### src/rtl/pwm_gate_pkg.sv
package pwm_gate_pkg;
  typedef enum logic {
    MOD_CLR_STATUS = 1'b0,
    MOD_GATE_OUT   = 1'b1
  } mod_type_e;

  typedef struct packed {
    logic trap_en;
    logic trap_sync;
    logic trap_swclr;
  } trap_cfg_t;
endpackage

### src/rtl/pwm_trap_ctrl.sv
module pwm_trap_ctrl
  import pwm_gate_pkg::*;
(
  input  logic      clk,
  input  logic      rst_n,
  input  trap_cfg_t cfg,
  input  logic      trap_in,
  input  logic      sw_clr,
  input  logic      period_pulse,
  output logic      trap_q
);
  logic trap_d;
  logic arm_q, arm_d;
  logic sw_seen, exit_ok, state_en;

  always_comb begin
    sw_seen = arm_q | sw_clr;
    exit_ok = (!cfg.trap_swclr | sw_seen) & (!cfg.trap_sync | period_pulse);
    trap_d  = 1'b0;
    arm_d   = 1'b0;
    if (!cfg.trap_en) begin
      trap_d = 1'b0;
      arm_d  = 1'b0;
    end else if (trap_in) begin
      trap_d = 1'b1;
      arm_d  = 1'b0;
    end else if (trap_q) begin
      trap_d = !exit_ok;
      arm_d  = !exit_ok & sw_seen;
    end
    state_en = (trap_d != trap_q) | (arm_d != arm_q);
  end

  always_ff @(posedge clk or negedge rst_n) begin
    if (!rst_n) begin
      trap_q <= 1'b0;
      arm_q  <= 1'b0;
    end else if (state_en) begin
      trap_q <= trap_d;
      arm_q  <= arm_d;
    end
  end

  a_r3_entry_next_clock: assert property (@(posedge clk) disable iff (!rst_n)
    (cfg.trap_en && trap_in) |=> trap_q);
  a_r2_disabled_clears: assert property (@(posedge clk) disable iff (!rst_n)
    !cfg.trap_en |=> !trap_q);
  a_r5_sync_holds: assert property (@(posedge clk) disable iff (!rst_n)
    (trap_q && cfg.trap_en && cfg.trap_sync && !period_pulse) |=> trap_q);
  a_r7_held_while_active: assert property (@(posedge clk) disable iff (!rst_n)
    (trap_q && cfg.trap_en && trap_in && sw_clr) |=> trap_q);
  a_r6_needs_request: assert property (@(posedge clk) disable iff (!rst_n)
    (trap_q && cfg.trap_en && cfg.trap_swclr && !arm_q && !sw_clr) |=> trap_q);
endmodule

### src/rtl/pwm_mod_ctrl.sv
module pwm_mod_ctrl
  import pwm_gate_pkg::*;
(
  input  logic      clk,
  input  logic      rst_n,
  input  logic      mod_in,
  input  logic      mod_sync,
  input  mod_type_e mod_type,
  input  logic      period_pulse,
  output logic      gate,
  output logic      status_clr
);
  logic mod_q, mod_d, load_en;

  always_comb begin
    load_en = !mod_sync | period_pulse;
    mod_d   = mod_in;
  end

  always_ff @(posedge clk or negedge rst_n) begin
    if (!rst_n)       mod_q <= 1'b0;
    else if (load_en) mod_q <= mod_d;
  end

  always_comb begin
    gate       = mod_q & (mod_type == MOD_GATE_OUT);
    status_clr = mod_q & (mod_type == MOD_CLR_STATUS);
  end

  a_r10_sync_stable: assert property (@(posedge clk) disable iff (!rst_n)
    (mod_sync && !period_pulse) |=> $stable(mod_q));
  a_r10_free_follows: assert property (@(posedge clk) disable iff (!rst_n)
    !mod_sync |=> (mod_q == $past(mod_in)));
endmodule

### src/rtl/pwm_out_mux.sv
module pwm_out_mux #(
  parameter int N_OUT = 2
) (
  input  logic [N_OUT-1:0] pwm_in,
  input  logic [N_OUT-1:0] passive,
  input  logic             force_passive,
  output logic [N_OUT-1:0] pwm_out
);
  for (genvar i = 0; i < N_OUT; i++) begin : g_ch
    always_comb pwm_out[i] = force_passive ? passive[i] : pwm_in[i];
  end
endmodule

### src/rtl/pwm_trap_modgate.sv
module pwm_trap_modgate
  import pwm_gate_pkg::*;
#(
  parameter int N_OUT = 2
) (
  input  logic             clk,
  input  logic             rst_n,
  input  logic [N_OUT-1:0] pwm_in,
  input  logic             period_pulse,
  input  logic             trap_in,
  input  logic             mod_in,
  input  logic             sw_trap_clr,
  input  logic             cfg_trap_en,
  input  logic             cfg_trap_sync,
  input  logic             cfg_trap_swclr,
  input  logic             cfg_mod_type,
  input  logic             cfg_mod_sync,
  input  logic [N_OUT-1:0] cfg_passive,
  output logic [N_OUT-1:0] pwm_out,
  output logic             trap_state,
  output logic             status_clr
);
  trap_cfg_t tcfg;
  mod_type_e mtype;
  logic      gate;
  logic      force_passive;

  always_comb begin
    tcfg.trap_en    = cfg_trap_en;
    tcfg.trap_sync  = cfg_trap_sync;
    tcfg.trap_swclr = cfg_trap_swclr;
    mtype           = mod_type_e'(cfg_mod_type);
    force_passive   = trap_state | gate;
  end

  pwm_trap_ctrl u_trap (
    .clk(clk), .rst_n(rst_n), .cfg(tcfg), .trap_in(trap_in),
    .sw_clr(sw_trap_clr), .period_pulse(period_pulse), .trap_q(trap_state)
  );

  pwm_mod_ctrl u_mod (
    .clk(clk), .rst_n(rst_n), .mod_in(mod_in), .mod_sync(cfg_mod_sync),
    .mod_type(mtype), .period_pulse(period_pulse), .gate(gate),
    .status_clr(status_clr)
  );

  pwm_out_mux #(.N_OUT(N_OUT)) u_mux (
    .pwm_in(pwm_in), .passive(cfg_passive), .force_passive(force_passive),
    .pwm_out(pwm_out)
  );

  a_r3_trap_passive: assert property (@(posedge clk) disable iff (!rst_n)
    trap_state |-> (pwm_out == cfg_passive));
  a_r8_gate_passive: assert property (@(posedge clk) disable iff (!rst_n)
    gate |-> (pwm_out == cfg_passive && !status_clr));
  a_r9_no_alter: assert property (@(posedge clk) disable iff (!rst_n)
    (!trap_state && !cfg_mod_type) |-> (pwm_out == pwm_in));
endmodule

### config.mk
export PLATFORM = sky130hd
export DESIGN_NAME = pwm_trap_modgate
export DESIGN_NICKNAME = d
export VERILOG_FILES = /design/src/rtl/pwm_gate_pkg.sv /design/src/rtl/pwm_trap_ctrl.sv /design/src/rtl/pwm_mod_ctrl.sv /design/src/rtl/pwm_out_mux.sv /design/src/rtl/pwm_trap_modgate.sv
export SDC_FILE = /design/constraint.sdc
export NUM_CORES = 1
export LEC_CHECK = 0
export BUFFER_PORTS_ARGS = -buffer_cell sky130_fd_sc_hd__buf_2
export CAP_MARGIN = 10
export CORE_AREA = 2 2 39 41
export DETAILED_ROUTE_END_ITERATION = 6
export DIE_AREA = 0 0 41 43
export GPL_TIMING_DRIVEN = 0
export SLEW_MARGIN = 10
export SYNTH_ARGS = -nofsm -noshare
export SYNTH_HDL_FRONTEND = slang
export SYNTH_SLANG_ARGS = --single-unit
### constraint.sdc
create_clock -name clk -period 2 [get_ports clk]
set_input_delay 0.3 -clock clk [delete_from_list [all_inputs] [get_ports clk]]
set_output_delay 0.3 -clock clk [all_outputs]
set_load 0.02 [all_outputs]
==> results of run 1 <==
==> registers in the layout (all words and copies together) (netlist names) <==
register,flops
u_mod.mod_q,1
u_trap.trap_q,1
u_trap.arm_q,1
==> kinds of logic (layout without fill, tap and decap cells) <==
kind of cell / after synthesis / in the layout / synth area share
AO/OA/AOI/OAI: 3 / 3 / 0.0956
buffers and inverters: 1 / 24 / 0.0220
flip-flops: 3 / 3 / 0.441
multiplexers: 3 / 3 / 0.199
AND/OR/NAND/NOR: 7 / 7 / 0.243
==> cell usage after synthesis <==
cell type / instances / area share
nor2b_1: 1 / 0.037
a21oi_1: 1 / 0.029
nand2b_1: 2 / 0.074
inv_1: 1 / 0.022
mux2_2: 3 / 0.20
nor2_1: 1 / 0.022
o21ai_0: 1 / 0.029
nor4_1: 1 / 0.037
or3b_1: 1 / 0.051
dfrtp_1: 3 / 0.44
nand2_1: 1 / 0.022
a31oi_1: 1 / 0.037
==> power breakdown <==
group          internal, mW  leakage [nW]  switching [mW]
registers            0.0643        0.0387         0.00228
clock network        0.0746        0.0150          0.0287
logic                0.0258         0.111          0.0222
==> per-stage QoR <==
| stage | instances | hold slack, ns | total power [mW] | utilization | setup slack (ns) |
|---|---|---|---|---|---|
| after floorplan | 17 | 0.00441 | 0.0917 | - | 0.644 |
| after global placement | 51 | 0.0973 | 0.114 | 0.203 | 0.584 |
| after detailed placement | 51 | 0.0963 | 0.115 | 0.203 | 0.579 |
| after CTS | 56 | 0.252 | 0.225 | 0.229 | 0.353 |
| after global routing | 56 | 0.270 | 0.234 | 0.229 | 0.307 |
| final | 56 | 0.259 | 0.218 | 0.229 | 0.376 |
==> metal layers <==
metal,track usage,part of all wire
met1,0.0422,0.27
met4,0.0600,0
met3,0.0314,0.15
met5,0,0
met2,0.0969,0.57
==> worst max-delay path, stage by stage, from the launching register on <==
cell and delay (ns):
dfrtp_1 0.39, a21oi_1 0.20, mux2_2 0.36, buf_2 0.16
==> cell type report <==
| cell class | instances | area, sq um | area share |
|---|---|---|---|
| multi-input combinational | 13 | 91.3 | 0.289 |
| tap | 16 | 20.0 | 0.0632 |
| inverter | 1 | 3.75 | 0.0119 |
| sequential | 3 | 75.1 | 0.237 |
| timing repair buffer | 19 | 100 | 0.316 |
| clock buffer | 4 | 26.3 | 0.0830 |
==> what timing repair did <==
item / 4_1_cts / 5_1_grt
buffers inserted: 0 / 0
endpoints found under the hold margin: 3 / 0
resized for setup: 0 / 0
hold buffers: 1 / 0
==> worst max path at each step <==
stage | startpoint | endpoint | slack (ns) | depth (start not counted)
2_1_floorplan | u_trap.trap_q$_DFFE_PN0P_ | pwm_out[0] | 0.64 | 2
3_3_place_gp | cfg_mod_type | pwm_out[0] | 0.58 | 4
3_5_place_dp | cfg_mod_type | pwm_out[0] | 0.58 | 4
4_1_cts | u_trap.trap_q$_DFFE_PN0P_ | pwm_out[1] | 0.35 | 3
5_1_grt | u_mod.mod_q$_DFFE_PN0P_ | pwm_out[1] | 0.31 | 3
6_report | u_trap.trap_q$_DFFE_PN0P_ | pwm_out[1] | 0.38 | 3
==> layout by cell type (no fill, tap or decap) <==
master / netlist / routed
mux2_2: 3 / 3
buf_2: 0 / 18
a31oi_1: 1 / 1
a21oi_1: 1 / 1
clkbuf_1: 0 / 1
dlygate4sd3_1: 0 / 1
nand2b_1: 2 / 2
o21ai_0: 1 / 1
nand2_1: 1 / 1
or3b_1: 1 / 1
inv_1: 1 / 1
dfrtp_1: 3 / 3
nor4_1: 1 / 1
nor2_1: 1 / 1
nor2b_1: 1 / 1
clkbuf_4: 0 / 3
==> results.md, run 1 <==
- Status: finished clean
- Vias in the first global route: 214
- Worst Setup End Kind: primary output
- Final Cell Area: 317 sq um
- CP Launch Type: flop
- Nets@finish: 56
- Final Wtd Congestion: 0.557
- IO Count: 19
- Worst slew pin tran: 0.220 ns
- Crit share post-route: 0.812
- Core area: 1380 sq um
- Setup Viol. Count Final: 0
- Worst-path maximum fanout: 4
- Critical Path AT: 1.32 ns
- FF-to-FF setup slack: 1.03 ns
- Clk_lat worst skew: 0.23 ns
- Die area: 1760 sq um
- Total grt overflow: 0
- Wirelength per Cell: 7.66 um
- Via count: 211
- FF-to-FF End: u_trap.trap_q$_DFFE_PN0P_
- CTS H-tree depth: 1
- Dpl cell area: 280 sq um
- Worst hold start: trap_in
- Maximum VDD drop: 148 uV
- WS Path Type: reg -> out
- Detailed Route Iter0 Violations: 0
- Seq/Total Area, Yosys: 0.441
- Syn. warnings: 0
- CTS sink count: 3
- TritonRoute pass-1 iters: 1
- Num CTS Buffers: 3
- Rows: 14
- Number of antenna diodes: 0
- Share of layout cells above drive strength 1: 0.600
- WHS Path Cells: 2
- Area growth from synthesis to final layout: 86.0%
- Total power per unit cell area: 688 nW/um^2
- Port Buffers: 18
- Largest net degree at the start of global routing: 5
- Post-DP HPWL: 397 um
- Slew Viols, Final: 0
- R2R cell count: 2
- Final hold vios: 0
- Initial core utilization: 0.123
- Slew margin rel.: 0.852
- FILL cells: 168
- Remaining DRCs: 0
- Syn Nets: 32
- Root buf cell: clkbuf_4
- Worst Hold Class: in -> reg
- RSZ-0062 raised after global routing: no
- Die width: 41 um
- DIE HEIGHT: 43 um
- DRT antenna net count: 0
- Total Neg Setup Slack: 0 ns
- Total track usage: 0.0594
- Leak Pwr: 0.165 nW
- Number of synthesized register bits: 3
- CP required: 1.70 ns
- Mapped Area: 170 sq um
- First-pass GRT wire length: 655 um
- Max Fclk: 0.616 GHz
- Shortest period the worst path allows: 1.62 ns
- Synth cell types: 12
- Clk slew on worst S/H paths: 0.03 ns
- Worst clock skew: 0.0000111 ns
- Via density: 3.77
- Reg2reg start: u_trap.arm_q$_DFFE_PN0P_
- Post-Synthesis Cells: 17
- Hold endpoint: u_trap.arm_q$_DFFE_PN0P_
- Final wirelength: 429 um
- CTS tree: built
- Maximum clock path buffer count: 2
- Initial antenna violation count: 0
- Mapped Avg Cell Area: 10.0 sq um
- Max-Cap Viols: 0
Power figures use the tool's default switching activity.
==> run 2: changes to the inputs <==
clock period = 1.6 ns   (was 2 ns; I/O delays follow)
==> results.md, run 2 (synthesized netlist as in run 1, its figures left out) <==
- Final Cell Area: 320 sq um (+1.2%)
- Status: finished clean
- Root buf cell: clkbuf_4
- FF-to-FF End: u_trap.trap_q$_DFFE_PN0P_
- Share of layout cells above drive strength 1: 0.625 (+0.0250)
- DRT antenna net count: 0 (unchanged)
- Final wirelength: 434 um (+1.2%)
- Clk slew on worst S/H paths: 0.04 ns (about the same)
- Total grt overflow: 0 (unchanged)
- Worst Hold Class: in -> reg
- Leak Pwr: 0.165 nW (+0.28%)
- Worst clock skew: 0.0000111 ns (unchanged)
- Maximum clock path buffer count: 2 (unchanged)
- CTS tree: built
- Total track usage: 0.0594 (unchanged)
- RSZ-0062 raised after global routing: no
- Setup ws final: 0.0887 ns (-0.288 ns)
- Initial core utilization: 0.123 (unchanged)
- Commonest cells after routing, fill and taps aside: buf_2 (18), mux2_2 (3), clkbuf_4 (3), dfrtp_1 (3), nand2b_1 (2)
- Total Power: 0.274 mW (+26%)
- Slew Viols, Final: 0 (unchanged)
- Crit share post-route: 0.945
- CTS sink count: 3 (unchanged)
- WHS Path Cells: 2 (unchanged)
- Rows: 14 (unchanged)
- Nets@finish: 56 (unchanged)
- IO Count: 19 (unchanged)
- Via density: 3.80 (+0.95%)
- Vias in the first global route: 214 (unchanged)
- R2R cell count: 2 (unchanged)
- Reg2reg start: u_trap.arm_q$_DFFE_PN0P_
- Post-route insts no fill: 56 (unchanged)
- Worst Setup End Kind: primary output
- Hold endpoint: u_trap.arm_q$_DFFE_PN0P_
- Critical Path AT: 1.27 ns (-0.05 ns)
- Total Neg Setup Slack: 0 ns (unchanged)
- Total power per unit cell area: 855 nW/um^2 (+24%)
- Worst hold start: trap_in
- Final hold vios: 0 (unchanged)
- WS Path Type: reg -> out
- Number of antenna diodes: 0 (unchanged)
- Worst-path maximum fanout: 3 (-1)
- FF-to-FF setup slack: 0.63 ns (-0.40 ns)
- Commonest non-fill, non-tap cell in the layout: buf_2
- Setup Viol. Count Final: 0 (unchanged)
- Die area: 1760 sq um (unchanged)
- TritonRoute pass-1 iters: 1 (unchanged)
- Via count: 213 (+0.95%)
- Post-DP HPWL: 397 um (unchanged)
- Final Wtd Congestion: 0.557 (unchanged)
- Max-Cap Viols: 0 (unchanged)
- Top routing layer in use: met3
- Core area: 1380 sq um (unchanged)
- Placed cell count: 51 (unchanged)
- Top flop regs: u_mod.mod_q: 1 flops, u_trap.arm_q: 1 flops, u_trap.trap_q: 1 flops
- Final core occ: 0.231 (+0.00271)
- CP required: 1.36 ns (-0.34 ns)
- Area growth from synthesis to final layout: 88.2%
- Dpl cell area: 280 sq um (unchanged)
- CP Launch Type: flop
- Met3 wire length: 69 um (+4.5%)
- Num CTS Buffers: 3 (unchanged)
- FILL cells: 168 (unchanged)
- M1 wire length: 117 um (+0.86%)
- Largest net degree at the start of global routing: 5 (unchanged)
- Max Fclk: 0.662 GHz
- Maximum VDD drop: 186 uV (+25%)
- Detailed Route Iter0 Violations: 0 (unchanged)
- Routed met2 length: 247 um (+0.41%)
- Worst slew pin tran: 0.220 ns (-0.00000238 ns)
- DIE HEIGHT: 43 um (unchanged)
- First-pass GRT wire length: 655 um (unchanged)
- CTS H-tree depth: 1 (unchanged)
- Initial antenna violation count: 0 (unchanged)
- Clk_lat worst skew: 0.23 ns (about the same)
- Wirelength per Cell: 7.75 um (+1.2%)
- Pre-CTS WS: 0.273 ns (-0.306 ns)
- Remaining DRCs: 0 (unchanged)
- Shortest period the worst path allows: 1.51 ns
- Port Buffers: 18 (unchanged)
- Slew margin rel.: 0.852 (about the same)
- WHS: 0.199 ns (-0.0598 ns)
- Die width: 41 um (unchanged)
[run 2: cell counts in the layout (fill, tap and decap cells not counted)]
No cell type changed its count.
[run 2: where the power goes]
part	switching, mW	internal (mW)
clock	0.0358	0.0932
combinational	0.0281	0.0329
sequential	0.00348	0.0804
total	0.0674	0.207
[run 2: worst max-delay path, stage by stage (launching register included)]
cell and delay [ns]:
dfrtp_1 0.38, a21oi_2 0.16, mux2_2 0.34, buf_2 0.16
[run 2: how the worst max path moves through the flow]
stage | start | end | slack (ns)
finish | u_mod.mod_q$_DFFE_PN0P_ | pwm_out[1] | 0.09
global route | u_mod.mod_q$_DFFE_PN0P_ | pwm_out[1] | 0.02
CTS | u_trap.trap_q$_DFFE_PN0P_ | pwm_out[1] | 0.01
detailed placement | u_trap.trap_q$_DFFE_PN0P_ | pwm_out[0] | 0.27
global placement | u_trap.trap_q$_DFFE_PN0P_ | pwm_out[0] | 0.28
floorplan | u_trap.trap_q$_DFFE_PN0P_ | pwm_out[0] | 0.30
[run 2: routing by layer]
metal | up-vias | global-route usage
met5 | - | 0
met4 | 0 | 0.0600
met3 | 0 | 0.0314
met2 | 12 | 0.0969
met1 | 95 | 0.0422
li1 | 106 | -
[run 2: layout make-up]
cell class                 instances  area (sq um)  share of cell area
sequential                         3          75.1               0.234
clock buffer                       4          26.3              0.0820
timing repair buffer              19           100               0.313
multi-input combinational         13          95.1               0.297
tap                               16          20.0              0.0625
inverter                           1          3.75              0.0117
[run 2: repair_timing]
item                                    CTS  global route
endpoints found under the hold margin     3             0
hold buffers                              1             0
endpoints found under the setup margin    0             2
gates resized for setup                   0             1
buffers inserted                          0             0
==> run 3: changes to the inputs <==
--- a/config.mk
+++ b/config.mk
@@ -16,2 +16,3 @@
 export SYNTH_HDL_FRONTEND = slang
+export SYNTH_HIERARCHICAL = 1
 export SYNTH_SLANG_ARGS = --single-unit
--- a/constraint.sdc
+++ b/constraint.sdc
@@ -3,2 +3,2 @@
 set_output_delay 0.24 -clock clk [all_outputs]
-set_load 0.02 [all_outputs]
+set_load 0.1 [all_outputs]
==> results.md, run 3 <==
- Status: finished, violations left
- Failing checks: setup timing
- Buf/Inv on CP: 1 (unchanged)
- Largest net degree at the start of global routing: 5 (unchanged)
- Adder-Cell Fraction of Synth Area: 0 (unchanged)
- Setup ws final: -0.0820 ns (-0.171 ns)
- TritonRoute pass-1 iters: 1 (unchanged)
- Mapped Area: 184 sq um (+8.1%)
- Async set-reset flop share out of synthesis: 1.00 (unchanged)
- Critical Path AT: 1.44 ns (+0.17 ns)
- Post-Synthesis Cells: 18 (+1)
- Setup Viol. Count Final: 2 (+2)
- WHS: 0.239 ns (+0.0401 ns)
- Wirelength per Cell: 8.48 um (+9.5%)
- Leak Pwr: 0.195 nW (+18%)
- Total track usage: 0.0685 (+0.00913)
- Rows: 14 (unchanged)
- Biggest area consumer among synthesized cells: dfrtp_1
- RSZ-0062 raised after global routing: yes
- Shortest period the worst path allows: 1.68 ns (+0.171 ns)
- Dpl cell area: 298 sq um (+6.3%)
- Clk slew on worst S/H paths: 0.04 ns (about the same)
- Final Cell Area: 375 sq um (+17%)
- Largest family of logic cells by synthesized area: simple AND/OR/NAND/NOR gates
- Area growth from synthesis to final layout: 104%
- Commonest non-fill, non-tap cell in the layout: buf_2
- Synth Flop Type: dfrtp_1
- CTS sink count: 3 (unchanged)
- Seq/Total Area, Yosys: 0.408 (-0.0330)
- Worst clock skew: 0.00000888 ns (-0.00000223 ns)
- Core area: 1380 sq um (unchanged)
- Crit-path slowest cell: dfrtp_1
- Top flop regs: u_mod/mod_q: 1 flops, u_trap/arm_q: 1 flops, u_trap/trap_q: 1 flops
- Worst-path maximum fanout: 2 (-1)
- Total grt overflow: 0 (unchanged)
- Die width: 41 um (unchanged)
- Maximum VDD drop: 220 uV (+19%)
- Critical Path Max Stage Delay: 0.36 ns (-0.02 ns)
- Clk_lat worst skew: 0.23 ns (about the same)
- Worst Setup End Kind: primary output
- Total power per unit cell area: 959 nW/um^2 (+12%)
- Via density: 4.00 (+5.2%)
- Syn Nets: 33 (+3.1%)
- Slew Viols, Final: 0 (unchanged)
- Synth area leaders: dfrtp_1 (41%), mux2_2 (12%), mux2_4 (8.2%)
- Worst Hold Class: in -> reg
- Via count: 232 (+8.9%)
- Die area: 1760 sq um (unchanged)
- Number of synthesized register bits: 3 (unchanged)
- Detailed Route Iter0 Violations: 0 (unchanged)
- Number of antenna diodes: 0 (unchanged)
- Slew margin rel.: 0.679 (-0.173)
- Synth cell types: 14 (+2)
- First-pass GRT wire length: 676 um (+3.2%)
- Syn. warnings: 6 (+6)
- Worst slew pin tran: 0.485 ns (+0.265 ns)
- Most frequent cells after synthesis: dfrtp_1 (3), mux2_2 (2), nand2b_1 (2)
- Final Wtd Congestion: 0.583 (+4.6%)
- Commonest cells after routing, fill and taps aside: buf_2 (16), clkbuf_4 (3), nand2b_1 (2), mux2_4 (2), dfrtp_1 (2)
- Reg2reg start: u_trap/arm_q$_DFFE_PN0P_
- Vias in the first global route: 213 (-0.47%)
- DRT antenna net count: 0 (unchanged)
- Final hold vios: 0 (unchanged)
- Count leader, synth: dfrtp_1
- FILL cells: 156 (-7.1%)
- Port Buffers: 18 (unchanged)
- Initial antenna violation count: 0 (unchanged)
- DIE HEIGHT: 43 um (unchanged)
- Max Fclk: 0.595 GHz (-10%)
- Fraction of the mapped netlist area in simple logic gates: 0.306 (+0.0635)
- CP Launch Type: flop
- Nets@finish: 58 (+3.6%)
- Initial core utilization: 0.133 (+0.00995)
- Crit share post-route: 1.05 (+0.107)
- Post-synthesis mux area share: 0.204 (+0.00555)
- Compound-gate portion of the synthesized area: 0.0612 (-0.0344)
- Post-synth EDFFs: 0 (unchanged)
- IO Count: 19 (unchanged)
- Max-Cap Viols: 0 (unchanged)
- CP required: 1.36 ns (about the same)
- Num CTS Buffers: 3 (unchanged)
- Final wirelength: 492 um (+13%)
- Mapped Avg Cell Area: 10.2 sq um (+2.1%)
- CP startpoint: u_mod/mod_q$_DFFE_PN0P_
- WS Path Type: reg -> out
- Synth Area in XOR/XNOR: 0 (unchanged)
- CTS tree: built
- Share of the synthesized area in the top cell type: 0.408 (-0.0330)
- FF-to-FF setup slack: 0.62 ns (about the same)
- Worst hold start: mod_in
- Root buf cell: clkbuf_4
- Share of layout cells above drive strength 1: 0.690 (+0.0655)
- Crit-path cells: and2_4, or2_4, mux2_4, buf_12
- Maximum clock path buffer count: 2 (unchanged)
- CTS H-tree depth: 1 (unchanged)
- Top Family by Delay on Critical Path: flip-flops
- Remaining DRCs: 0 (unchanged)
[run 3: cell count changes after synthesis]
cell      delta
nor4_1       -1
mux2_2       -1
nand3b_1     +1
mux2_4       +1
nand2_1      -1
nor3_1       +1
or2_1        +1
and2_1       +1
a21oi_1      -1
[run 3: repair_timing]
| item | in CTS | in global routing |
|---|---|---|
| pin swaps | 1 | 0 |
| setup endpoints to repair | 2 | 2 |
| hold endpoints to repair | 3 | 0 |
| hold buffers | 1 | 0 |
| gates cloned | 0 | 0 |
| gates resized for setup | 8 | 2 |
| buffers inserted | 1 | 0 |
[run 3: metrics by stage]
stage                     cells  setup WS, ns   util  power (mW)  setup TNS, ns
final                        58       -0.0820  0.271       0.360         -0.149
after global routing         58        -0.130  0.271       0.381         -0.248
after CTS                    58       -0.0986  0.267       0.365         -0.181
after detailed placement     52       -0.0552  0.215       0.203         -0.104
after global placement       52       -0.0221  0.215       0.201        -0.0429
after floorplan              18        -0.107      -       0.173         -0.213
[run 3: logic make-up (layout without fill, tap and decap cells)]
family,after synthesis,in the layout
mux,3,3
flops,3,3
simple gates,9,9
compound gates,2,2
buf+inv,1,25
[run 3: final timing paths]
path / end / cells after the start
worst max-delay path: pwm_out[1] / 4
worst min-delay path: u_mod/mod_q$_DFFE_PN0P_ / 2
worst max register to register: u_trap/trap_q$_DFFE_PN0P_ / 2
worst min register to register: u_trap/trap_q$_DFFE_PN0P_ / 2
max in group asynchronous: u_trap/trap_q$_DFFE_PN0P_ / 2
min in group asynchronous: u_mod/mod_q$_DFFE_PN0P_ / 2
[run 3: final cells by class]
type	instances	area, sq um	area share
clock buffer	4	26.3	0.0700
timing repair buffer	20	133	0.353
multi-input combinational	14	116	0.310
sequential	3	76.3	0.203
tap	16	20.0	0.0533
inverter	1	3.75	0.0100
[run 3: power breakdown]
group / switching, mW / internal [mW] / total [mW]
combinational: 0.0876 / 0.0569 / 0.144
sequential: 0.00244 / 0.0807 / 0.0831
clock: 0.0388 / 0.0934 / 0.132
total: 0.129 / 0.231 / 0.360
[run 3: per-layer routing]
metal / global-route usage / part of all wire
met5: 0 / 0
met4: 0.0800 / 0.049
met3: 0.0471 / 0.13
met2: 0.106 / 0.52
met1: 0.0423 / 0.30
